`src/rtl/trap_pkg.sv`:
```
// Package: shared types and constants for the retire-stage fault controller.
// Assumes save-register indices are fixed, since handler software decodes them.
package trap_pkg;

    typedef enum logic [1:0] {
        ST_IDLE     = 2'd0,
        ST_FLUSH    = 2'd1,
        ST_REDIR    = 2'd2,
        ST_RFE_WAIT = 2'd3
    } seq_state_t;

    localparam int SR_SELW  = 3;
    localparam int SR_COUNT = 7;

    localparam int SR_EPC    = 0;
    localparam int SR_ESP    = 1;
    localparam int SR_EFLAGS = 2;
    localparam int SR_EMODE  = 3;
    localparam int SR_ECAUSE = 4;
    localparam int SR_EADDR  = 5;
    localparam int SR_EACC   = 6;

    localparam logic MODE_USER = 1'b0;
    localparam logic MODE_SUP  = 1'b1;

endpackage

```
`src/rtl/trap_vector_lut.sv`:
```
// Module: trap_vector_lut
// Maps a cause code to the handler entry PC and handler stack pointer.
// Assumes handlers sit on a fixed stride above VEC_BASE and each cause owns
// its own stack slice growing down from KSTK_TOP.
module trap_vector_lut #(
    parameter int          XW          = 32,
    parameter int          CW          = 4,
    parameter int unsigned VEC_BASE    = 32'h0000_1000,
    parameter int unsigned VEC_STRIDE  = 32'h0000_0040,
    parameter int unsigned KSTK_TOP    = 32'h000F_0000,
    parameter int unsigned KSTK_STRIDE = 32'h0000_0100
) (
    input  logic [CW-1:0] cause,
    output logic [XW-1:0] handler_pc,
    output logic [XW-1:0] handler_sp
);

    logic [XW-1:0] cause_ext;

    // Purpose: widen the cause and compute both handler values.
    always_comb begin
        cause_ext  = XW'(cause);
        handler_pc = XW'(VEC_BASE) + cause_ext * XW'(VEC_STRIDE);
        handler_sp = XW'(KSTK_TOP) - cause_ext * XW'(KSTK_STRIDE);
    end

endmodule

```
`src/rtl/trap_save_regs.sv`:
```
// Module: trap_save_regs
// Privileged save-register bank. It captures the fault context on a fault,
// accepts software writes, provides a read port and supplies restore values.
// Assumes the fault capture outranks a software write in the same cycle.
module trap_save_regs
    import trap_pkg::*;
#(
    parameter int XW = 32,
    parameter int CW = 4,
    parameter int FW = 4
) (
    input  logic               clk,
    input  logic               rst_n,
    input  logic               capture,
    input  logic [XW-1:0]      cap_pc,
    input  logic [XW-1:0]      cap_sp,
    input  logic [FW-1:0]      cap_flags,
    input  logic               cap_mode,
    input  logic [CW-1:0]      cap_cause,
    input  logic [XW-1:0]      cap_addr,
    input  logic [1:0]         cap_acc,
    input  logic               sw_we,
    input  logic [SR_SELW-1:0] sw_sel,
    input  logic [XW-1:0]      sw_wdata,
    output logic [XW-1:0]      rdata_sel,
    output logic [XW-1:0]      rst_pc,
    output logic [XW-1:0]      rst_sp,
    output logic [FW-1:0]      rst_flags,
    output logic               rst_mode
);

    logic [XW-1:0] regs    [SR_COUNT];
    logic [XW-1:0] cap_val [SR_COUNT];

    // Purpose: arrange the capture values by register index.
    always_comb begin
        cap_val[SR_EPC]    = cap_pc;
        cap_val[SR_ESP]    = cap_sp;
        cap_val[SR_EFLAGS] = XW'(cap_flags);
        cap_val[SR_EMODE]  = XW'(cap_mode);
        cap_val[SR_ECAUSE] = XW'(cap_cause);
        cap_val[SR_EADDR]  = cap_addr;
        cap_val[SR_EACC]   = XW'(cap_acc);
    end

    for (genvar i = 0; i < SR_COUNT; i++) begin : g_sr
        // Purpose: update one save register, capture first, then software.
        always_ff @(posedge clk) begin
            if (!rst_n) begin
                regs[i] <= '0;
            end else if (capture) begin
                regs[i] <= cap_val[i];
            end else if (sw_we && (sw_sel == SR_SELW'(i))) begin
                regs[i] <= sw_wdata;
            end
        end
    end

    // Purpose: read port, zero for indices beyond the bank.
    always_comb begin
        rdata_sel = '0;
        for (int i = 0; i < SR_COUNT; i++) begin
            if (sw_sel == SR_SELW'(i)) rdata_sel = regs[i];
        end
    end

    // Purpose: hand restore values to the committed-state logic.
    always_comb begin
        rst_pc    = regs[SR_EPC];
        rst_sp    = regs[SR_ESP];
        rst_flags = regs[SR_EFLAGS][FW-1:0];
        rst_mode  = regs[SR_EMODE][0];
    end

endmodule

```
`src/rtl/trap_seq_fsm.sv`:
```
// Module: trap_seq_fsm
// Sequencer for the fault and return paths: idle, flush, redirect, drain wait.
// Assumes the head is looked at only while idle, so younger faults are
// discarded by the flush that the oldest fault starts.
module trap_seq_fsm
    import trap_pkg::*;
(
    input  logic clk,
    input  logic rst_n,
    input  logic head_valid,
    input  logic head_done,
    input  logic head_except,
    input  logic rfe_req,
    input  logic rob_empty,
    output logic take_trap,
    output logic take_retire,
    output logic take_restore,
    output logic flush,
    output logic fetch_halt,
    output logic redir_valid
);

    seq_state_t state_q, state_d;
    logic       idle;
    logic       head_ready;
    logic       start_rfe;

    // Purpose: decide which event the current cycle acts on.
    always_comb begin
        idle         = (state_q == ST_IDLE);
        head_ready   = head_valid && head_done;
        take_trap    = idle && head_ready && head_except;
        take_retire  = idle && head_ready && !head_except;
        start_rfe    = idle && rfe_req && !take_trap;
        take_restore = (state_q == ST_RFE_WAIT) && rob_empty;
    end

    // Purpose: next-state selection.
    always_comb begin
        state_d = state_q;
        unique case (state_q)
            ST_IDLE: begin
                if (take_trap)      state_d = ST_FLUSH;
                else if (start_rfe) state_d = ST_RFE_WAIT;
            end
            ST_FLUSH:    state_d = ST_REDIR;
            ST_REDIR:    state_d = ST_IDLE;
            ST_RFE_WAIT: if (take_restore) state_d = ST_FLUSH;
            default:     state_d = ST_IDLE;
        endcase
    end

    // Purpose: state register.
    always_ff @(posedge clk) begin
        if (!rst_n) state_q <= ST_IDLE;
        else        state_q <= state_d;
    end

    // Purpose: decode the outputs from the state; the halt drops at the redirect.
    always_comb begin
        flush       = (state_q == ST_FLUSH);
        redir_valid = (state_q == ST_REDIR);
        fetch_halt  = (state_q == ST_FLUSH) || (state_q == ST_RFE_WAIT);
    end

endmodule

```
`src/rtl/retire_trap_ctrl.sv`:
```
// Module: retire_trap_ctrl (top)
// Retire-stage precise fault controller. It holds the committed PC, SP,
// flags and mode, accepts clean head entries, and runs the fault and
// return-from-fault sequences.
// Assumes the reorder buffer removes the head when retire_ack is high and
// empties itself on flush.
module retire_trap_ctrl
    import trap_pkg::*;
#(
    parameter int          XW          = 32,
    parameter int          CW          = 4,
    parameter int          FW          = 4,
    parameter int unsigned RESET_PC    = 32'h0000_0100,
    parameter int unsigned VEC_BASE    = 32'h0000_1000,
    parameter int unsigned VEC_STRIDE  = 32'h0000_0040,
    parameter int unsigned KSTK_TOP    = 32'h000F_0000,
    parameter int unsigned KSTK_STRIDE = 32'h0000_0100
) (
    input  logic               clk,
    input  logic               rst_n,
    input  logic               head_valid,
    input  logic               head_done,
    input  logic               head_except,
    input  logic [CW-1:0]      head_cause,
    input  logic [XW-1:0]      head_pc,
    input  logic [XW-1:0]      head_next_pc,
    input  logic               head_sp_we,
    input  logic [XW-1:0]      head_sp_val,
    input  logic               head_flags_we,
    input  logic [FW-1:0]      head_flags_val,
    input  logic [XW-1:0]      head_fault_addr,
    input  logic [1:0]         head_fault_acc,
    input  logic               rfe_req,
    input  logic               rob_empty,
    input  logic               csr_we,
    input  logic [SR_SELW-1:0] csr_sel,
    input  logic [XW-1:0]      csr_wdata,
    output logic [XW-1:0]      csr_rdata,
    output logic               retire_ack,
    output logic               flush,
    output logic               fetch_halt,
    output logic               redir_valid,
    output logic [XW-1:0]      redir_pc,
    output logic [XW-1:0]      cur_pc,
    output logic [XW-1:0]      cur_sp,
    output logic [FW-1:0]      cur_flags,
    output logic               cur_mode
);

    logic          take_trap;
    logic          take_retire;
    logic          take_restore;
    logic [XW-1:0] hdl_pc;
    logic [XW-1:0] hdl_sp;
    logic [XW-1:0] rst_pc;
    logic [XW-1:0] rst_sp;
    logic [FW-1:0] rst_flags;
    logic          rst_mode;
    logic [XW-1:0] pc_q;
    logic [XW-1:0] sp_q;
    logic [FW-1:0] flags_q;
    logic          mode_q;

    trap_seq_fsm u_seq (
        .clk         (clk),
        .rst_n       (rst_n),
        .head_valid  (head_valid),
        .head_done   (head_done),
        .head_except (head_except),
        .rfe_req     (rfe_req),
        .rob_empty   (rob_empty),
        .take_trap   (take_trap),
        .take_retire (take_retire),
        .take_restore(take_restore),
        .flush       (flush),
        .fetch_halt  (fetch_halt),
        .redir_valid (redir_valid)
    );

    trap_vector_lut #(
        .XW         (XW),
        .CW         (CW),
        .VEC_BASE   (VEC_BASE),
        .VEC_STRIDE (VEC_STRIDE),
        .KSTK_TOP   (KSTK_TOP),
        .KSTK_STRIDE(KSTK_STRIDE)
    ) u_vec (
        .cause     (head_cause),
        .handler_pc(hdl_pc),
        .handler_sp(hdl_sp)
    );

    trap_save_regs #(
        .XW(XW),
        .CW(CW),
        .FW(FW)
    ) u_save (
        .clk      (clk),
        .rst_n    (rst_n),
        .capture  (take_trap),
        .cap_pc   (head_pc),
        .cap_sp   (sp_q),
        .cap_flags(flags_q),
        .cap_mode (mode_q),
        .cap_cause(head_cause),
        .cap_addr (head_fault_addr),
        .cap_acc  (head_fault_acc),
        .sw_we    (csr_we),
        .sw_sel   (csr_sel),
        .sw_wdata (csr_wdata),
        .rdata_sel(csr_rdata),
        .rst_pc   (rst_pc),
        .rst_sp   (rst_sp),
        .rst_flags(rst_flags),
        .rst_mode (rst_mode)
    );

    // Purpose: committed PC and mode; fault, then restore, then normal retire.
    always_ff @(posedge clk) begin
        if (!rst_n) begin
            pc_q   <= XW'(RESET_PC);
            mode_q <= MODE_SUP;
        end else if (take_trap) begin
            pc_q   <= hdl_pc;
            mode_q <= MODE_SUP;
        end else if (take_restore) begin
            pc_q   <= rst_pc;
            mode_q <= rst_mode;
        end else if (take_retire) begin
            pc_q   <= head_next_pc;
        end
    end

    // Purpose: committed stack pointer and flags, under the same priority.
    always_ff @(posedge clk) begin
        if (!rst_n) begin
            sp_q    <= '0;
            flags_q <= '0;
        end else if (take_trap) begin
            sp_q    <= hdl_sp;
        end else if (take_restore) begin
            sp_q    <= rst_sp;
            flags_q <= rst_flags;
        end else if (take_retire) begin
            if (head_sp_we)    sp_q    <= head_sp_val;
            if (head_flags_we) flags_q <= head_flags_val;
        end
    end

    // Purpose: drive the outputs; the redirect target is the committed PC.
    always_comb begin
        retire_ack = take_retire;
        redir_pc   = pc_q;
        cur_pc     = pc_q;
        cur_sp     = sp_q;
        cur_flags  = flags_q;
        cur_mode   = mode_q;
    end

endmodule

```
`config.mk`:
```
export PLATFORM = sky130hd
export DESIGN_NAME = retire_trap_ctrl
export DESIGN_NICKNAME = d
export VERILOG_FILES = /design/src/rtl/trap_pkg.sv /design/src/rtl/trap_vector_lut.sv /design/src/rtl/trap_save_regs.sv /design/src/rtl/trap_seq_fsm.sv /design/src/rtl/retire_trap_ctrl.sv
export SDC_FILE = /design/constraint.sdc
export NUM_CORES = 1
export LEC_CHECK = 0
export BUFFER_PORTS_ARGS = -buffer_cell sky130_fd_sc_hd__buf_2
export CAP_MARGIN = 20
export CORE_AREA = 2 2 234 213
export DETAILED_ROUTE_END_ITERATION = 10
export DIE_AREA = 0 0 236 215
export SLEW_MARGIN = 20
export SYNTH_ARGS = -nofsm -noshare
export SYNTH_HDL_FRONTEND = slang
export SYNTH_SLANG_ARGS = --single-unit
```
`constraint.sdc`:
```
create_clock -name clk -period 4.65 [get_ports clk]
set_input_delay 0.93 -clock clk [delete_from_list [all_inputs] [get_ports clk]]
set_output_delay 0.93 -clock clk [all_outputs]
set_load 0.01 [all_outputs]
```
==> summary.txt <==
Worst setup path
  • Slowest stage delay, CP: approximately 0.57 ns
  • Crit end category: output pin
  • Startpoint Class: input pin
  • CP max-delay cell: buf_4
  • Worst path required time: 3.72 ns
  • Crit path DAT: around 2.9 ns
  • Worst Path Max Fanout: 50
  • Worst setup path category: in -> out
  • CP cell instances: buf_4, buf_12, mux2i_1, a2bb2oi_1, nor2_1, a221oi_1, buf_2

Timing
  • Final worst slack: between 0.8 and 0.9 ns
  • Final setup fails: 0
  • Maximum clock frequency: around 260 MHz
  • Least-Margin Pin Slew: between 0.9 and 1 ns
  • Slew HR: 0.3379
  • RSZ-0062 raised after global routing: no
  • Tmin final: between 3 and 4 ns
  • Setup_tns: 0 ns
  • Period utilization: 0.8169
  • Fin. Hold Viols: 0
  • Fin. max-slew vios: 0
  • Layout Skew: 0.008346 ns

Final layout
  • FF/Latch Area: between 8000 and 9000 µm²
  • Nets: about 1700
  • Post-layout util: 0.3632
  • Post-route cell area: 17600 µm²
  • Multi-input gate area: between 5000 and 6000 µm²
  • Most frequent cells in the layout: buf_2, edfxtp_1, nor2_1, and2_1, a22o_1
  • FILL cells: around 4800
  • Area Overhead vs Synth: 22.86%
  • Fraction of layout instances using a drive strength above 1: 0.2910
  • Most common cell after layout, fill and taps aside: buf_2

Yosys
  • Post-synthesis register bit count: 295
  • Top FF cell, synth: edfxtp_1
  • Xor/xnor cell area share of the yosys netlist: 0.0006114
  • Yosys cell types: 58
  • Post-synth EDFFs: approximately 220
  • Syn nets: about 1400
  • Simple-gate share of the synthesized area: 0.1305
  • Complex-gate fraction of the synthesized area: 0.1960
  • Synth area leader: edfxtp_1
  • Largest family of logic cells by synthesized area: compound AO/OA/AOI/OAI gates
  • Cell count after synthesis: 1256
  • Syn avg cell area: 11.41 µm²
  • YS warnings: 0
  • Post-Synth Adder-Cell Area: 0.005241
  • Register area share after synthesis: 0.5688
  • FFs w/ async S/R, synth: 0
  • Synth top area cells: edfxtp_1, dfxtp_1, a22o_1, and2_1, mux2i_1
  • Mux contribution to synthesized area: 0.04498
  • Post-Synthesis Cell Area: approximately 14000 µm²
  • Synth top area share: 0.4696

Drt
  • DRT iter0 DRCs: around 940
  • Remaining antenna violation count: 0
  • DRC errors left: 0
  • WL final: 53180 µm
  • Total iterations of the first detailed-routing run: 6
  • Avg WL per Cell: between 20 and 25 µm
  • Routed via count: 11350
  • Vias per std cell: roughly 5.2

CTS
  • TritonCTS clock tree: done
  • Clock insertion delay at the later pin of the skew report: ~0.54 ns
  • CTS Buf Count: 35
  • Worst-path clk slew: approximately 0.060 ns
  • Clk buf depth: 3
  • CTS Hold Bufs: 0
  • Post-CTS Setup Inserts: 0
  • H-tree depth: 2
  • Clock sink count: between 200 and 300
  • Root Driver: clkbuf_16
  • Post-CTS Resized: 0

Pwr
  • Leakage power: 7.335 nW
  • Power per cell area: around 430 nW/µm²
  • Sequential Power Share: 0.440
  • Power after layout: roughly 7.6 mW
  • Int Pwr: 5.344 mW
  • Worst vdd ir: around 0.19 mV
  • Psw: 2.232 mW
  • Gate power share: 0.190
  • Sw frac: 0.2946
  • Clk network pwr share: 0.370

Run
  • Max cap viols: 0

GRT
  • Overflow after GRT: 0
  • Total track usage: 0.2042
  • Vias in the first global route: roughly 11000
  • Antenna violations before repair: 4
  • Largest net degree at the start of global routing: 75
  • First-pass GRT wire length: 76280 µm

Floorplanning
  • Die span in y: 215 µm
  • CORE AREA: approximately 48000 µm²
  • Die width: 236 µm
  • # IOs: between 300 and 400
  • Initial Util: 0.2956
  • Die ar.: 50740 µm²
  • Std-Cell Rows: just under 80

Min path
  • Hold Path Class: reg -> reg

Placed design
  • PortBufs: between 300 and 400
  • Placer Congestion: 0.7986
  • Pre-CTS setup slack: about 0.83 ns
  • DP Wirelength: 37780 µm
  • Placed Area: approximately 16000 µm²

Outcome
  • Outcome: completed
==> kinds of logic after synthesis <==
family	count (synthesis)
DFF	295
muxes	64
buffers and inverters	147
xor gates and xnor gates	1
AOI/OAI and AO/OA	372
and+or+nand+nor	371
adders and majority gates	6
==> worst max-delay path: cells and delay by family <==
family / cells / cell delay (ns)
AO/OA/AOI/OAI: 2 / 0.58
AND/OR/NAND/NOR: 1 / 0.06
multiplexers: 1 / 0.11
buffers and inverters: 3 / 1.09
==> flip-flops by register name, summed over array words and instances, names as in the netlist <==
signal,cells
u_save.regs,224
cur_sp,32
u_seq.state_q,2
cur_pc,32
cur_flags,4
cur_mode,1
==> synth_stat cells (all sizes together) (2+ instances only) <==
cell type and number:
nor2b 7, inv 8, a31oi 5, or2 2, a21oi 49, nand4 4, o32ai 4, mux2i 61
a32oi 2, a22oi 22, mux2 3, o21a 4, o221a 2, o221ai 2, o31ai 4, a2bb2oi 31
o22ai 3, nand2b 4, and3 5, edfxtp 224, nor3 6, nor2 139, nand2 73, clkbuf 43
a211o 2, a221oi 29, o21ai 40, nand4b 2, dfxtp 71, a311oi 5, o21bai 27, a211oi 29
nand3 6, buf 96, ha 6, a22o 107, and2 118
==> routing by layer <==
layer	vias to the layer above	wire, µm	global-route usage
met1	5625	24290	0.2835
li1	5217	-	-
met3	51	3749	0.04265
met4	4	799	0.04374
met5	-	26	0
met2	457	24310	0.3277
==> path summary, 6_finish.rpt <==
kind	from	end	slack, ns	cells past startpoint
max	csr_sel[2]	csr_rdata[31]	0.85	7
min	cur_sp[13]$_SDFFE_PN0P_	cur_sp[13]$_SDFFE_PN0P_	0.50	2
max reg2reg	u_seq.state_q[0]$_SDFFE_PN0P_	u_save.regs[0][5]$_DFFE_PP_	1.74	7
min reg2reg	cur_sp[13]$_SDFFE_PN0P_	cur_sp[13]$_SDFFE_PN0P_	0.50	2
==> layout make-up <==
cell class | count | area share
Inverter | 8 | 0.001706
Multi-Input combinational cell | 814 | 0.3142
Clock inverter | 15 | 0.01045
Tap cell | 632 | 0.04493
Sequential cell | 295 | 0.4630
Clock buffer | 47 | 0.05403
Timing Repair Buffer | 364 | 0.1115
Antenna cell | 2 | 0.0002844
==> per-stage QoR <==
step,std cells,hold WS (ns)
global placement,2113,0.4769
finish,2177,0.4973
floorplan,1256,0.4551
global route,2176,0.5292
CTS,2175,0.4993
detailed placement,2113,0.4826
==> power groups by stage <==
stage	Clock [mW]	Combinational, mW	Sequential, mW
after detailed placement	0	1.45	3.39
after global placement	0	1.43	3.38
final	2.80	1.44	3.33
after global routing	2.95	1.56	3.36
after CTS	2.85	1.45	3.33
after floorplan	0	0.822	3.38
Power figures use the tool's default switching activity.
